`src/rtl/swz_pkg.sv`:
```
package swz_pkg;

  typedef enum logic {
    SRC_SPLAT = 1'b0,
    SRC_PAIR  = 1'b1
  } swz_src_e;

  // Source index for one result position: keep the index bits named by the
  // copy mask, then flip the bits named by the swap mask.
  function automatic logic [15:0] swz_fold(input logic [15:0] pos,
                                           input logic [15:0] cp,
                                           input logic [15:0] sw);
    return (pos & cp) ^ sw;
  endfunction

endpackage

```
`src/rtl/swz_source.sv`:
```
module swz_source #(
  parameter int HALF_W = 64,
  localparam int W = 2 * HALF_W
) (
  input  logic              pair_mode,
  input  logic [HALF_W-1:0] op_hi,
  input  logic [HALF_W-1:0] op_lo,
  output logic [W-1:0]      src_word
);
  import swz_pkg::*;

  swz_src_e sel;
  assign sel = swz_src_e'(pair_mode);

  always_comb begin
    unique case (sel)
      SRC_PAIR:  src_word = {op_hi, op_lo};
      default:   src_word = {op_lo, op_lo};
    endcase
  end
endmodule

```
`src/rtl/swz_net.sv`:
```
module swz_net #(
  parameter int HALF_W = 64,
  localparam int W = 2 * HALF_W,
  localparam int IDX_W = $clog2(W)
) (
  input  logic [W-1:0]     src_word,
  input  logic [IDX_W-1:0] ctl_copy,
  input  logic [IDX_W-1:0] ctl_swap,
  output logic [W-1:0]     net_result
);
  import swz_pkg::*;

  for (genvar gi = 0; gi < W; gi++) begin : g_bit
    logic [IDX_W-1:0] pick;
    assign pick = IDX_W'(swz_fold(16'(gi), 16'(ctl_copy), 16'(ctl_swap)));
    assign net_result[gi] = src_word[pick];
  end
endmodule

```
`src/rtl/swz_outreg.sv`:
```
module swz_outreg #(
  parameter int W = 128
) (
  input  logic         clk,
  input  logic         rst_n,
  input  logic         load,
  input  logic [W-1:0] d,
  output logic         q_valid,
  output logic [W-1:0] q
);
  always_ff @(posedge clk) begin
    if (!rst_n) begin
      q_valid <= 1'b0;
      q       <= '0;
    end else begin
      q_valid <= load;
      if (load) q <= d;
    end
  end
endmodule

```
`src/rtl/swz_unit.sv`:
```
module swz_unit #(
  parameter int HALF_W = 64,
  localparam int W = 2 * HALF_W,
  localparam int IDX_W = $clog2(W)
) (
  input  logic              clk,
  input  logic              rst_n,
  input  logic              in_valid,
  input  logic              pair_mode,
  input  logic [HALF_W-1:0] op_hi,
  input  logic [HALF_W-1:0] op_lo,
  input  logic [IDX_W-1:0]  ctl_copy,
  input  logic [IDX_W-1:0]  ctl_swap,
  output logic              out_valid,
  output logic [W-1:0]      out_data
);
  logic [W-1:0] src_word;
  logic [W-1:0] net_result;

  swz_source #(.HALF_W(HALF_W)) u_src (
    .pair_mode (pair_mode),
    .op_hi     (op_hi),
    .op_lo     (op_lo),
    .src_word  (src_word)
  );

  swz_net #(.HALF_W(HALF_W)) u_net (
    .src_word   (src_word),
    .ctl_copy   (ctl_copy),
    .ctl_swap   (ctl_swap),
    .net_result (net_result)
  );

  swz_outreg #(.W(W)) u_reg (
    .clk     (clk),
    .rst_n   (rst_n),
    .load    (in_valid),
    .d       (net_result),
    .q_valid (out_valid),
    .q       (out_data)
  );
endmodule

```
`config.mk`:
```
export PLATFORM = sky130hd
export DESIGN_NAME = swz_unit
export DESIGN_NICKNAME = d
export VERILOG_FILES = /design/src/rtl/swz_pkg.sv /design/src/rtl/swz_source.sv /design/src/rtl/swz_net.sv /design/src/rtl/swz_outreg.sv /design/src/rtl/swz_unit.sv
export SDC_FILE = /design/constraint.sdc
export NUM_CORES = 1
export LEC_CHECK = 0
export ABC_AREA = 0
export BUFFER_PORTS_ARGS = -buffer_cell sky130_fd_sc_hd__buf_2
export CAP_MARGIN = 20
export CORE_ASPECT_RATIO = 1.25
export CORE_MARGIN = 10
export CORE_UTILIZATION = 55
export CTS_CLUSTER_DIAMETER = 30
export DETAILED_ROUTE_END_ITERATION = 10
export PLACE_DENSITY_LB_ADDON = 0.25
export SLEW_MARGIN = 0
export SYNTH_ARGS = -nofsm -noshare
export SYNTH_HDL_FRONTEND = slang
export SYNTH_SLANG_ARGS = --single-unit
```
`constraint.sdc`:
```
create_clock -name clk -period 5.99 [get_ports clk]
set_clock_uncertainty 0.1 [all_clocks]
set_input_delay 0.2995 -clock clk [delete_from_list [all_inputs] [get_ports clk]]
set_output_delay 0.2995 -clock clk [all_outputs]
set_load 0.1 [all_outputs]
```
After elaboration in Yosys (flattened, before gate mapping)
Index checks and enable logic that the tools add are counted.
Widths: inputs -> output; s select.
- register bits after elaboration: 129
- input port bits: 146
- output and inout port bits: 129
- word-level logic and storage cells: 514
- order comparisons: 128
- mux-type cells: 257
- bitwise operators: 127
- operators by type and width (operator ; count):
    $lt 7x8->1 const B ; 128
    $bmux 1 s7 ; 128
    $xor 7x7->7 ; 64
    $xor 6x7->7 ; 32
    $mux 1 ; 128
    $mux 128 ; 1
    $xor 5x7->7 ; 16
    $xor 4x7->7 ; 8
    $xor 3x7->7 ; 4
    $xor 2x7->7 ; 2
    $xor 1x7->7 ; 1

Logic depth before layout (Yosys ltp)
- word-level depth: 3
- mapped depth: 11
- depth with buffers taken out: 7

Cells and area by module
Synthesis repeated with hierarchy kept, for this count alone.
- cells, all modules: 1895
- area, all modules: 18002.3 um^2
- modules (own cells, without submodules) (module ; instances ; cells an instance ; area an instance (um^2) ; sequential area each (um^2)):
    swz_net ; 1 ; 1345 ; 11458.5 ; 0.0
    swz_outreg ; 1 ; 415 ; 4986.0 ; 2582.5
    swz_source ; 1 ; 135 ; 1557.7 ; 0.0

Worst setup path before layout
OpenSTA, ideal clock, no wires.
- path kind: input-to-reg
- start: in ctl_swap[1]
- end: reg u_reg.q[91]
- setup time: 0.119 ns
- data arrival time: 2.718 ns
- slack: 3.053 ns
- cell stages on the path: 9
- path buffers: 2
- path through: buf_2 > xnor2_1 > buf_4 > mux4_2 > mux2i_1 > mux2i_1 > mux4_2 > o22ai_1 > nor2_1
- cells in the longest elaborated chain, start to end: 3
- RTL lines (item ; RTL line ; text):
    from (decl) ; swz_unit.sv:13 ; input logic [IDX_W-1:0] ctl_swap,
    $xor 7x7->7 ; swz_pkg.sv:13 ; return (pos & cp) ^ sw;
    $bmux 1 s7 ; swz_net.sv:16 ; assign net_result[gi] = src_word[pick];
    $mux 1 (implied by the code) ; swz_net.sv:16 ;
    to (signal assigned) ; swz_outreg.sv:14 ; q <= '0;
    to (signal assigned) ; swz_outreg.sv:17 ; if (load) q <= d;
    to (decl) ; swz_outreg.sv:9 ; output logic [W-1:0] q
No other way between the ends. The select of a mux whose other input is x is not followed.
A chain may end at the register's enable or synchronous reset.

Worst setup path in the final report
- start: in ctl_copy[0]
- end: reg u_reg.q[17]
- cells in the longest elaborated chain, start to end: 3
- RTL lines (item ; RTL line ; text):
    from (decl) ; swz_unit.sv:12 ; input logic [IDX_W-1:0] ctl_copy,
    $xor 5x7->7 ; swz_pkg.sv:13 ;
    $bmux 1 s7 ; swz_net.sv:16 ;
    $mux 1 (implied by the code) ; swz_net.sv:16 ;
No other way between the ends. The select of a mux whose other input is x is not followed.

==> flow_summary.yaml <==
status:
  status: "completed"
timing:
  worstMarginPinSlew_ns: 1.12
  fin_crit_ns: 3.63
  rsz0062_at_grt: "no"
  setup_viol: 0
  timing.setup.tns_ns: 0
  slew_viol_final: 0
  max_freq_mhz: 275
  timing.final.crit_share_pct: 60.6
  hold_viol: 0
  slew_headroom_pct: 25.1
placement:
  port_buffers: 274
  routabilityCongestion: 1.10
  hpwl_um: 65100
cts:
  cts_made_buffers: 17
  h-tree-depth: 4
  clock-root-buffer: "clkbuf_16"
  cts_resized: 0
  cts.reportedPaths.clkPinSlew_ns: 0.06
  hold_buffers: 0
  postCtsSetupRepairBufs: 0
  clock_path_buffers: 2
  cts_sinks: 129
  tritoncts: "built"
  clkLatencyLatePin_ns: 0.43
die:
  die-area_sq_um: 40000
  rows: 73
  io-pin-count: 275
  core_area_sq_um: 31900
  start_util_pct: 55.8
  dieWidth_um: 181
  die_y_um: 221
synthesis:
  synth_compound_area_share_pct: 18.5
  synthMuxAreaShare_pct: 48.9
  synth_edf_count: 0
  synth_top_area_share_pct: 28.6
  syn-cell-area_sq_um: 17800
  yosys.area_share.simple_pct: 12.0
  yosys.area_share.xor_xnor_pct: 0.697
  synthDistinctLibCells: 58
  synth_seq_cells: 129
  synth.avg_cell_area_sq_um: 9.83
  syn-num-nets: 1954
  ys.flop_type: "dfxtp_1"
  yosysWarnings: 0
  synth-adder-area-share_pct: 0
  synth_top_family_by_area: "multiplexers"
  synthTopCellsByArea: "mux4_2 (29%), dfxtp_1 (15%), mux2i_1 (14%)"
  yosysSeqAreaShare_pct: 14.5
  syn_inst: 1808
  synth_top_cell_by_area: "mux4_2"
  synthArstFlopShare_pct: 0
grt:
  met1_usage_pct: 49.2
  grt_overflow_total: 0
  grt_max_degree: 95
  grt-busiest-layer: "met2"
  grt_first_pass_wirelength_um: 124000
  grt_pass1_vias: 18300
  met2_usage_pct: 61.7
  gr-usage-all-layers_pct: 40.2
  grt.met3_usage_pct: 11.4
  antenna_found_initial: 1
route:
  via_count: 19200
  ant_nets: 0
  route.detailed.drc: 0
  wl_um: 85200
  vias_per_cell: 8.04
  drtIter0Drc: 3218
  first_pass_iters: 9
  wire_per_inst_um: 35.7
worst_setup_path:
  cp-end-kind: "flop"
  worst_setup_path_start_kind: "input pin"
  cp_max_fo: 57
  crit_type: "in -> reg"
  regToRegSetupSlack_ns: 4.95
  arrival_ns: 3.79
  cp.required_ns: 6.15
final_layout:
  nets: 2107
  fillCellCount: 2691
  final_layout_size_suffix_gt1_share_pct: 35.1
  syn_to_final_growth_pct: 11.6
power:
  ir_worst_vdd_uv: 339
  pwr_density_cell_nw_per_um2: 290
  p_leak_uw: 0.00804
  total_power_uw: 5760
hold_path:
  hold_class: "in -> reg"
job:
  maxCapViolations: 0
==> critical path, cell delays in order <==
cell	delay (ns)
buf_2	0.14
xor2_4	0.19
buf_4	0.78
mux4_2	0.67
mux4_2	0.55
nand2_1	0.08
nor4b_1	0.64
buf_4	0.25
and2_1	0.12
a311oi_1	0.05
==> layout by cell type, fill, tap and decap left out, types with 49 or more instances in the layout <==
cell and count:
buf_2 271, mux2i_1 249, mux4_2 226, nand2_1 171, dfxtp_1 129, nor2_1 115
a22oi_1 100, mux2_2 99, o221ai_1 72, o21ai_0 67, nand3b_1 49
==> power by group <==
part | internal (uW) | leakage [uW] | switching, uW
clock | 668 | 0.000296 | 450
combinational | 1070 | 0.00668 | 2540
sequential | 973 | 0.00107 | 66.4
==> per-layer routing <==
layer	wire length, um	share of wire [%]	vias to the layer above
met5	0	0	-
met4	6080	7.1	0
met3	11300	13	354
met2	38100	45	1714
met1	29700	35	9422
li1	-	-	7713
==> synth_stat cells (19+ instances only) <==
cell type / count
mux2_2: 99
nor3_1: 20
o221ai_1: 72
a22o_1: 29
o21ai_0: 67
buf_1: 21
nand2_1: 171
buf_4: 20
nor2_1: 115
mux2i_1: 249
clkbuf_1: 94
nand3_1: 39
a21oi_1: 19
mux4_2: 226
o22ai_1: 47
a221oi_1: 29
buf_2: 32
a22oi_1: 100
dfxtp_1: 129
nand3b_1: 49
a211oi_1: 27
==> stage by stage <==
stage / util [%] / worst slack (ns) / hold WS, ns / cells / cell area [sq um]
4_1_cts: 62.2 / 2.44 / 0.0930 / 2384 / 19800
2_1_floorplan: - / 3.05 / 0.388 / 1808 / 17800
3_5_place_dp: 60.2 / 1.99 / 0.350 / 2352 / 19200
5_1_grt: 62.2 / 2.21 / 0.110 / 2386 / 19800
6_report: 62.2 / 2.36 / 0.0959 / 2387 / 19800
3_3_place_gp: 60.2 / 2.07 / 0.341 / 2352 / 19200
==> layout make-up <==
cell class / count / area [sq um] / share of cell area, %
timing repair buffer: 315 / 1710 / 8.62
antenna: 1 / 2.50 / 0.0126
inverter: 12 / 45.0 / 0.227
multi-input combinational: 1486 / 14400 / 72.4
tap: 412 / 515 / 2.60
sequential: 129 / 2580 / 13.0
clock inverter: 15 / 199 / 1.00
clock buffer: 17 / 425 / 2.14
==> final timing paths <==
kind | end | start | cells after the start
worst max-delay path | u_reg.q[17] | ctl_copy[0] | 10
worst min-delay path | u_reg.q[0] | ctl_swap[6] | 3
worst max register to register | u_reg.q[125] | u_reg.q[125] | 2
worst min register to register | u_reg.q[86] | u_reg.q[86] | 2
==> state kept, by name (all words and copies together), names as in the netlist <==
| register | flops |
|---|---|
| u_reg.q_valid | 1 |
| u_reg.q | 128 |
==> cells by family (layout without fill, tap and decap cells) <==
logic type | Yosys count | after routing
buf+inv | 193 | 359
xor+xnor | 12 | 12
other cells | 0 | 1
flops | 129 | 129
compound gates | 446 | 446
mux | 574 | 574
simple gates | 454 | 454
Power figures use the tool's default switching activity.
